<file path="src/rtl/tf_pkg.sv">
package tf_pkg;
  localparam int DATA_W   = 8;
  localparam int ADDR_W   = 3;
  localparam int NUM_HIST = 5;

  localparam logic [ADDR_W-1:0] A_FEAT = 3'd0;
  localparam logic [ADDR_W-1:0] A_DEV  = 3'd5;
  localparam logic [ADDR_W-1:0] A_CMD  = 3'd6;
  localparam logic [ADDR_W-1:0] A_CTL  = 3'd7;

  localparam int CTL_HISEL  = 7;
  localparam int CTL_IRQOFF = 1;

  typedef struct packed {
    logic bsy;
    logic drq;
    logic err;
  } tf_flags_t;

  function automatic logic [DATA_W-1:0] pack_status(tf_flags_t f);
    return {f.bsy, 1'b1, 2'b00, f.drq, 2'b00, f.err};
  endfunction
endpackage

</file>
<file path="src/rtl/tf_hist_reg.sv">
module tf_hist_reg #(
  parameter int W = 8
) (
  input  logic         clk,
  input  logic         rst_n,
  input  logic         ld,
  input  logic [W-1:0] d,
  output logic [W-1:0] cur,
  output logic [W-1:0] prev
);
  always_ff @(posedge clk) begin
    if (!rst_n) begin
      cur  <= '0;
      prev <= '0;
    end else if (ld) begin
      prev <= cur;
      cur  <= d;
    end
  end
endmodule

</file>
<file path="src/rtl/tf_cmd_seq.sv">
module tf_cmd_seq #(
  parameter int BUSY_CYCLES = 4
) (
  input  logic clk,
  input  logic rst_n,
  input  logic start,
  output logic busy,
  output logic done
);
  localparam int CNT_W = (BUSY_CYCLES < 2) ? 1 : $clog2(BUSY_CYCLES);
  localparam logic [CNT_W-1:0] LAST = CNT_W'(BUSY_CYCLES - 1);

  logic [CNT_W-1:0] cnt_q;

  assign done = busy && (cnt_q == '0);

  always_ff @(posedge clk) begin
    if (!rst_n) begin
      busy  <= 1'b0;
      cnt_q <= '0;
    end else if (!busy) begin
      if (start) begin
        busy  <= 1'b1;
        cnt_q <= LAST;
      end
    end else if (done) begin
      busy <= 1'b0;
    end else begin
      cnt_q <= cnt_q - 1'b1;
    end
  end
endmodule

</file>
<file path="src/rtl/tf_shadow_regs.sv">
module tf_shadow_regs
  import tf_pkg::*;
#(
  parameter int BUSY_CYCLES = 4
) (
  input  logic              clk,
  input  logic              rst_n,
  input  logic              wr_en,
  input  logic              rd_en,
  input  logic [ADDR_W-1:0] addr,
  input  logic [DATA_W-1:0] wdata,
  output logic [DATA_W-1:0] rdata,
  input  logic              done_err,
  input  logic [DATA_W-1:0] done_code,
  input  logic              done_drq,
  input  logic              drq_clr,
  output logic              irq
);
  logic [DATA_W-1:0] cur  [NUM_HIST];
  logic [DATA_W-1:0] prev [NUM_HIST];
  logic [DATA_W-1:0] dev_q, rd_mux, status;
  logic              hisel_q, irqoff_q, irq_pend_q;
  logic              busy, seq_done, cmd_go, err_load, stat_rd;
  tf_flags_t         flags_q;

  assign cmd_go   = wr_en && (addr == A_CMD) && !busy;
  assign err_load = seq_done && done_err;
  assign stat_rd  = rd_en && (addr == A_CMD);

  tf_cmd_seq #(.BUSY_CYCLES(BUSY_CYCLES)) u_seq (
    .clk(clk), .rst_n(rst_n), .start(cmd_go), .busy(busy), .done(seq_done)
  );

  for (genvar g = 0; g < NUM_HIST; g++) begin : g_cell
    logic              ld;
    logic [DATA_W-1:0] d;
    if (g == 0) begin : g_shared
      assign ld = (wr_en && (addr == ADDR_W'(g))) || err_load;
      assign d  = err_load ? done_code : wdata;
    end else begin : g_plain
      assign ld = wr_en && (addr == ADDR_W'(g));
      assign d  = wdata;
    end
    tf_hist_reg #(.W(DATA_W)) u_cell (
      .clk(clk), .rst_n(rst_n), .ld(ld), .d(d), .cur(cur[g]), .prev(prev[g])
    );
  end

  always_ff @(posedge clk) begin
    if (!rst_n) begin
      dev_q    <= '0;
      hisel_q  <= 1'b0;
      irqoff_q <= 1'b0;
    end else if (wr_en) begin
      if (addr == A_CTL) begin
        hisel_q  <= wdata[CTL_HISEL];
        irqoff_q <= wdata[CTL_IRQOFF];
      end else if (addr <= A_DEV) begin
        hisel_q <= 1'b0;
        if (addr == A_DEV) dev_q <= wdata;
      end
    end
  end

  always_ff @(posedge clk) begin
    if (!rst_n) begin
      flags_q    <= '0;
      irq_pend_q <= 1'b0;
    end else begin
      flags_q.bsy <= busy && !seq_done || cmd_go;
      if (seq_done) begin
        flags_q.err <= done_err;
        flags_q.drq <= done_drq;
        irq_pend_q  <= 1'b1;
      end else begin
        if (cmd_go) begin
          flags_q.err <= 1'b0;
          flags_q.drq <= 1'b0;
        end else if (drq_clr) begin
          flags_q.drq <= 1'b0;
        end
        if (cmd_go || stat_rd) irq_pend_q <= 1'b0;
      end
    end
  end

  assign status = pack_status(flags_q);
  assign irq    = irq_pend_q && !irqoff_q;

  always_comb begin
    rd_mux = status;
    for (int i = 0; i < NUM_HIST; i++) begin
      if (addr == ADDR_W'(i)) rd_mux = hisel_q ? prev[i] : cur[i];
    end
    if (addr == A_DEV) rd_mux = dev_q;
  end

  always_ff @(posedge clk) begin
    if (!rst_n)     rdata <= '0;
    else if (rd_en) rdata <= rd_mux;
  end
endmodule

</file>
<file path="config.mk">
export PLATFORM = sky130hd
export DESIGN_NAME = tf_shadow_regs
export DESIGN_NICKNAME = d
export VERILOG_FILES = /design/src/rtl/tf_pkg.sv /design/src/rtl/tf_hist_reg.sv /design/src/rtl/tf_cmd_seq.sv /design/src/rtl/tf_shadow_regs.sv
export SDC_FILE = /design/constraint.sdc
export NUM_CORES = 1
export LEC_CHECK = 0
export BUFFER_PORTS_ARGS = -buffer_cell sky130_fd_sc_hd__buf_2
export CAP_MARGIN = 20
export CORE_UTILIZATION = 25
export DETAILED_ROUTE_END_ITERATION = 12
export SETUP_SLACK_MARGIN = 0.1
export SYNTH_ARGS = -nofsm -noshare
export SYNTH_HDL_FRONTEND = slang
export SYNTH_SLANG_ARGS = --single-unit
</file>
<file path="constraint.sdc">
create_clock -name clk -period 3.3 [get_ports clk]
set_clock_uncertainty 0.15 [all_clocks]
set_input_delay 0.165 -clock clk [delete_from_list [all_inputs] [get_ports clk]]
set_output_delay 0.165 -clock clk [all_outputs]
set_load 0.01 [all_outputs]
</file>
== Yosys cells after proc, flatten, opt, wreduce, memory -nomap -nowiden ==
Index checks and enable logic that the tools add are counted.

* Word-level logic and storage cells: 86
* Output and inout bits: 9
* Flip-flop bits (word level): 105

* Equal/unequal tests: 8
* Bitwise logic cells: 1
* Add/subtract/negate cells: 1
* Order comparisons: 1
* Mux-type cells: 26
* Reduce and logical (&&, ||, !) cells: 29

{| class="wikitable"
|+ Operators with widths
! operator !! count
|-
| 8-bit 2-to-1 mux || 12
|-
| 3-bit equality test, second input constant || 4
|-
| 1-bit logical AND || 12
|-
| 1-bit 2-to-1 mux || 10
|-
| 2-bit 2-to-1 mux || 4
|-
| 2-bit nonzero test || 4
|-
| 3-bit by 2-bit equality test with 1-bit output, second input constant || 2
|-
| 2-bit AND reduction || 3
|-
| 4-bit AND reduction || 1
|-
| 3-bit by 1-bit equality test with 1-bit output, second input constant || 1
|-
| 3-bit <= comparator, second input constant || 1
|-
| 1-bit logical NOT || 3
|-
| 3-bit logical NOT || 1
|-
| 1-bit logical OR || 3
|-
| 3-bit nonzero test || 1
|-
| 2-bit logical NOT || 1
|-
| 2-bit != test, second input constant || 1
|-
| 2-bit by 1-bit subtractor with 2-bit output, second input constant || 1
|-
| 1-bit NOT || 1
|}

== Logic depth before layout (Yosys ltp) ==
* Word-level depth: 7
* Mapped depth: 9

== Cells and area by module ==
From an unflattened synthesis, not the netlist that was laid out.

* Cell total of the unflattened synthesis: 489
* Area total of the unflattened synthesis: 5106.1 µm²

{| class="wikitable"
|+ By module, submodules not included
! module !! cells an instance !! sequential area each (µm²) !! area each (µm²) !! times used
|-
| tf_hist_reg || 51 || 320.3 || 615.6 || 5
|-
| tf_shadow_regs || 219 || 440.4 || 1884.3 || 1
|-
| tf_cmd_seq || 15 || 60.1 || 143.9 || 1
|}

== Worst setup path before layout ==
OpenSTA, ideal clock, no wires.

* Path kind: flip-flop to flip-flop
* Start: register u_seq.cnt_q[0]
* End: register g_cell[0].u_cell.cur[0]
* Data required time: 3.034 ns
* Arrival: 1.556 ns
* Slack: 1.478 ns
* Buffers on the path: 3
* Stages on the path, launching flop included: 9
* Library setup time: 0.116 ns
* Path through: dfxtp_1 inv_1 ha_1 nand3_1 buf_2 o31ai_4 buf_6 buf_6 o211a_1

* Cells in the longest elaborated chain, start to end: 4
* Elaborated cells on any way between the ends: 5
* Those cells by class: 1 x mux; 4 x reduce/logical

{| class="wikitable"
|+ RTL lines
! item !! line !! RTL
|-
| start: declaration || tf_cmd_seq.sv:13 || <nowiki>logic [CNT_W-1:0] cnt_q;</nowiki>
|-
| start signal: assignment || tf_cmd_seq.sv:29 || <nowiki>cnt_q <= cnt_q - 1'b1;</nowiki>
|-
| 2-bit logical NOT * || tf_cmd_seq.sv:15 || <nowiki>assign done = busy && (cnt_q == '0);</nowiki>
|-
| 1-bit logical AND * || tf_cmd_seq.sv:15 ||
|-
| 1-bit logical AND * || tf_shadow_regs.sv:27 || <nowiki>assign err_load = seq_done && done_err;</nowiki>
|-
| 8-bit 2-to-1 mux or 1-bit logical OR (tied branches) || tf_shadow_regs.sv:39, tf_shadow_regs.sv:38 ||
|-
| end signal: assignment || tf_hist_reg.sv:13 || <nowiki>cur <= '0;</nowiki>
|-
| end signal: assignment || tf_hist_reg.sv:17 || <nowiki>cur <= d;</nowiki>
|-
| end: declaration || tf_hist_reg.sv:8 || <nowiki>output logic [W-1:0] cur,</nowiki>
|}

Every way passes the cells marked *; elsewhere a longest branch is shown, timed or not.
A chain may end at the register's enable or synchronous reset.

== Final worst setup path ==
* Start: register hisel_q
* End: register rdata[0]

* Cells in the longest elaborated chain, start to end: 7
* Elaborated cells on any way between the ends: 11
* Those cells by class: 11 x mux

{| class="wikitable"
|+ RTL lines
! item !! line !! RTL
|-
| start: declaration || tf_shadow_regs.sv:22 || <nowiki>logic hisel_q, irqoff_q, irq_pend_q;</nowiki>
|-
| start signal: assignment || tf_shadow_regs.sv:56 || <nowiki>hisel_q <= wdata[CTL_HISEL];</nowiki>
|-
| 8-bit 2-to-1 mux (5 in series) || tf_shadow_regs.sv:93 || <nowiki>if (addr == ADDR_W'(i)) rd_mux = hisel_q ? prev[i] : cur[i];</nowiki>
|-
| 8-bit 2-to-1 mux * || tf_shadow_regs.sv:93 ||
|-
| 8-bit 2-to-1 mux * || tf_shadow_regs.sv:95 || <nowiki>if (addr == A_DEV) rd_mux = dev_q;</nowiki>
|-
| end signal: assignment || tf_shadow_regs.sv:100 || <nowiki>else if (rd_en) rdata <= rd_mux;</nowiki>
|-
| end: declaration || tf_shadow_regs.sv:12 || <nowiki>output logic [DATA_W-1:0] rdata,</nowiki>
|}

Marks and branches as above.

==> impl_summary.txt <==
----------------------------------------------------
[Run status]
  Result of the run ... finished, final reports clean

[Global routing]
  Busiest grt layer ... met2
  Met3 GRT Util ... 0.03769
  Congestion Overflow GR ... 0
  Initial antenna violation count ... 1
  Pin count of the biggest net entering global routing ... 38
  All-Layer GR Usage ... 0.1332
  First-pass GRT wire length ... 20530 µm
  Met2 track demand over resource ... 0.1997
  Number of global-route vias before repair ... 3663
  Global routing usage on met1 ... 0.1850

[Setup path]
  Cell class contributing the biggest share of worst-path delay ... flip-flops
  Slowest stage delay, CP ... 830 ps
  Type of the worst setup path ... reg2reg
  Startpoint of the lowest-slack register-to-register path ... hisel_q
  Count of cell instances traversed by the critical path ... 4
  Data arrival time at the worst-slack endpoint ... 2330 ps
  R2R setup slack ... 1060 ps
  Nature of the critical path endpoint ... flop
  Critical Path Source Type ... flop
  Reg2Reg Depth ... 4
  Critical path required time ... 3390 ps
  Buffer and inverter count on the worst path ... 0
  Series of cell instances along the critical path ... mux2_2, o21ai_0, o22ai_1, a221o_1
  Worst-path fanout max ... 25
  Critical path's slowest cell ... dfxtp_2
  Endpoint of the most critical register-to-register path ... rdata[0]

[Finish]
  Count of nets after finishing ... 605
  Multi-input gate area ... 2594 µm²
  Final non-filler cell area ... 5608 µm²
  Fraction of final layout cells with drive strength greater than 1 ... 0.1269
  Number of diodes added for antenna fixing ... 0
  Relative area change from synthesis to final layout ... 14.07%
  Layout fillers ... 2076
  Combined flip-flop and latch cell area ... 2083 µm²

[Logic synthesis]
  Cells after synthesis ... 561
  Ys async rst share ... 0
  Top flip-flop cell by instance count after synthesis ... dfxtp_1
  Number of synthesized flops with an enable pin ... 0
  Combined area of all synthesized cells ... 4916 µm²
  Synthesized area divided by synthesized cell count ... 8.763 µm²
  Yosys reg bits ... 104
  Number of warnings reported in the yosys synthesis log ... 0
  Distinct cells, synth ... 44
  Mapped Nets ... 588
  Sequential cell area fraction in the yosys report ... 0.4235

[Placement]
  Number of buffers inserted by port buffering ... 34
  Worst slack at placement ... 1107 ps
  GP Congestion ... 0.7536
  Detail Placement HPWL ... 8772 µm
  DP Area ... 5240 µm²

[Floorplanning]
  Width of the chip ... 142.2 µm
  Starting Density ... 0.2585
  Y dimension of the die ... 142.2 µm
  Area of the die ... 20230 µm²
  Number of placement rows ... 50
  Top-level I/O count ... 35
  Area inside the core boundary ... 19020 µm²

[Timing]
  Final slew viol count ... 0
  Fin. Hold Viols ... 0
  Fin crit share ... 0.6789
  Number of endpoints failing setup at the final stage ... 0
  Sum of negative setup slack ... 0 ps
  Max Fclk ... 446.4 MHz
  Rel. slew slack ... 0.3163
  Worst Slack Setup Final ... 1060 ps
  Worst slew pin tran ... 1020 ps
  Min Tclk post-route ... 2240 ps
  Setup repair after global routing missed its margin ... no

[Clock tree]
  Resized Gates After CTS ... 0
  Clock tree root driver cell ... clkbuf_16
  Register clock-pin slew on the reported worst setup and hold paths ... 70 ps
  Clk sinks ... 104
  Number of buffers created by CTS ... 9
  Buffers from clock root to sink, at most ... 2
  Clock latency on the worst-skew pair ... 350 ps
  Clock H-tree levels ... 3
  TritonCTS clock tree ... built

[Drt]
  Drt pass-1 iters ... 4
  Vias per Instance ... 4.622
  Via count ... 3896
  Avg WL per Cell ... 15.19 µm
  Initial detailed-routing violation count ... 287
  Wire length reported by the detailed router ... 12810 µm
  Residual antenna-violating net count after detailed routing ... 0
  Number of design rule violations left after detail routing ... 0

[Power and ir drop]
  Lkg Pwr ... 1.964 nW
  Peak VDD IR ... 201.0 µV
  Power per Cell Area ... 486.7 nW/µm²

[Worst hold path]
  End point of the most critical hold path ... g_cell[0].u_cell.cur[0]
  Cell depth of the worst min-delay path ... 4
  Start point of the worst hold path ... done_code[0]
  Worst hold-check path type ... in2reg

[Job]
  Max cap viols ... 0

----------------------------------------------------
## layout make-up
type	instances	share of cell area
well taps	260	0.05801
inverters	6	0.004016
repair buffers	43	0.04373
multi-input cells	414	0.4625
flip-flops and latches	104	0.3715
clock inverters	5	0.01874
clock buffers	11	0.04150
## worst max path at each step
stage / startpoint / end / slack, ps
after detailed placement: hisel_q / rdata[0] / 1110
after CTS: hisel_q / rdata[3] / 1080
after global routing: hisel_q / rdata[3] / 960
final: hisel_q / rdata[0] / 1060
after floorplan: u_seq.cnt_q[0] / g_cell[0].u_cell.cur[0] / 1480
after global placement: hisel_q / rdata[0] / 1100
## layer usage
metal	up-vias	part of all wire
met5	-	0.00062
met4	2	0.015
met3	17	0.055
met2	83	0.42
met1	1832	0.51
li1	1962	-
## flip-flops by register name, indices dropped and copies added, names as in the netlist, 2 cells and up
register            flops
rdata                   8
dev_q                   8
g_cell.u_cell.cur      40
flags_q                 3
g_cell.u_cell.prev     40
u_seq.cnt_q             2
## cell usage in the layout (no fill, tap or decap), drive strengths merged, types with 3 or more instances in the layout
cell	netlist	layout
a211oi	3	3
a21boi	76	76
a221o	3	3
a22oi	5	5
a31oi	5	5
buf	18	40
bufinv	0	3
clkbuf	19	11
dfxtp	104	104
dlygate4sd3	0	3
inv	6	6
mux2	10	10
mux2i	37	37
mux4	3	3
nand2	161	161
nand2b	3	3
nand3	7	7
nand3b	4	4
nor2	12	12
nor2b	18	18
o211a	10	10
o21a	7	7
o21ai	28	28
## tightest hold or removal path: stages
cell and delay (ps):
buf_2 80, mux2i_1 50, nand2_1 60, o211a_1 130
## synth_stat cells, types with 6 or more instances
| cell type | count | area [µm²] |
|---|---|---|
| o21ai_0 | 27 | 135.1 |
| mux2i_1 | 37 | 370.4 |
| a21boi_0 | 74 | 555.5 |
| nor2b_1 | 18 | 112.6 |
| mux2_2 | 10 | 112.6 |
| inv_1 | 6 | 22.52 |
| nand3_1 | 7 | 35.03 |
| nor2_1 | 10 | 37.54 |
| dfxtp_1 | 104 | 2082 |
| clkbuf_1 | 19 | 71.32 |
| o21a_1 | 7 | 52.55 |
| o211a_1 | 10 | 100.1 |
| buf_2 | 6 | 30.03 |
| buf_4 | 6 | 45.04 |
| nand2_1 | 161 | 604.3 |
## kinds of logic (layout without fill, tap and decap cells)
logic type | Yosys count | after routing | synth area share
adders and majority gates | 1 | 1 | 0.002545
muxes | 50 | 50 | 0.1120
buffers and inverters | 43 | 65 | 0.04887
AOI/OAI and AO/OA | 150 | 150 | 0.2235
and+or+nand+nor | 213 | 213 | 0.1896
DFF | 104 | 104 | 0.4235
## timing repair
action                                 4_1_cts  5_1_grt
endpoints found under the hold margin        3        0
hold buffers                                 3        0
setup buffers                                0        0
## metrics by stage
| stage | total power, mW | cells | hold slack, ps | util |
|---|---|---|---|---|
| finish | 2.730 | 843 | 9.371 | 0.2949 |
| global route | 2.822 | 843 | 5.320 | 0.2949 |
| CTS | 2.750 | 843 | 3.313 | 0.2949 |
| detailed placement | 1.536 | 824 | 291.2 | 0.2755 |
| global placement | 1.534 | 824 | 287.8 | 0.2755 |
| floorplan | 1.458 | 561 | 149.8 | - |
## where the power goes
| group | switching, mW | total (mW) | internal [mW] |
|---|---|---|---|
| registers | 0.0210 | 1.30 | 1.28 |
| clock network | 0.479 | 1.22 | 0.742 |
| logic | 0.128 | 0.208 | 0.0801 |
| total | 0.628 | 2.73 | 2.10 |
No activity file was read; power rests on OpenSTA's default activity.
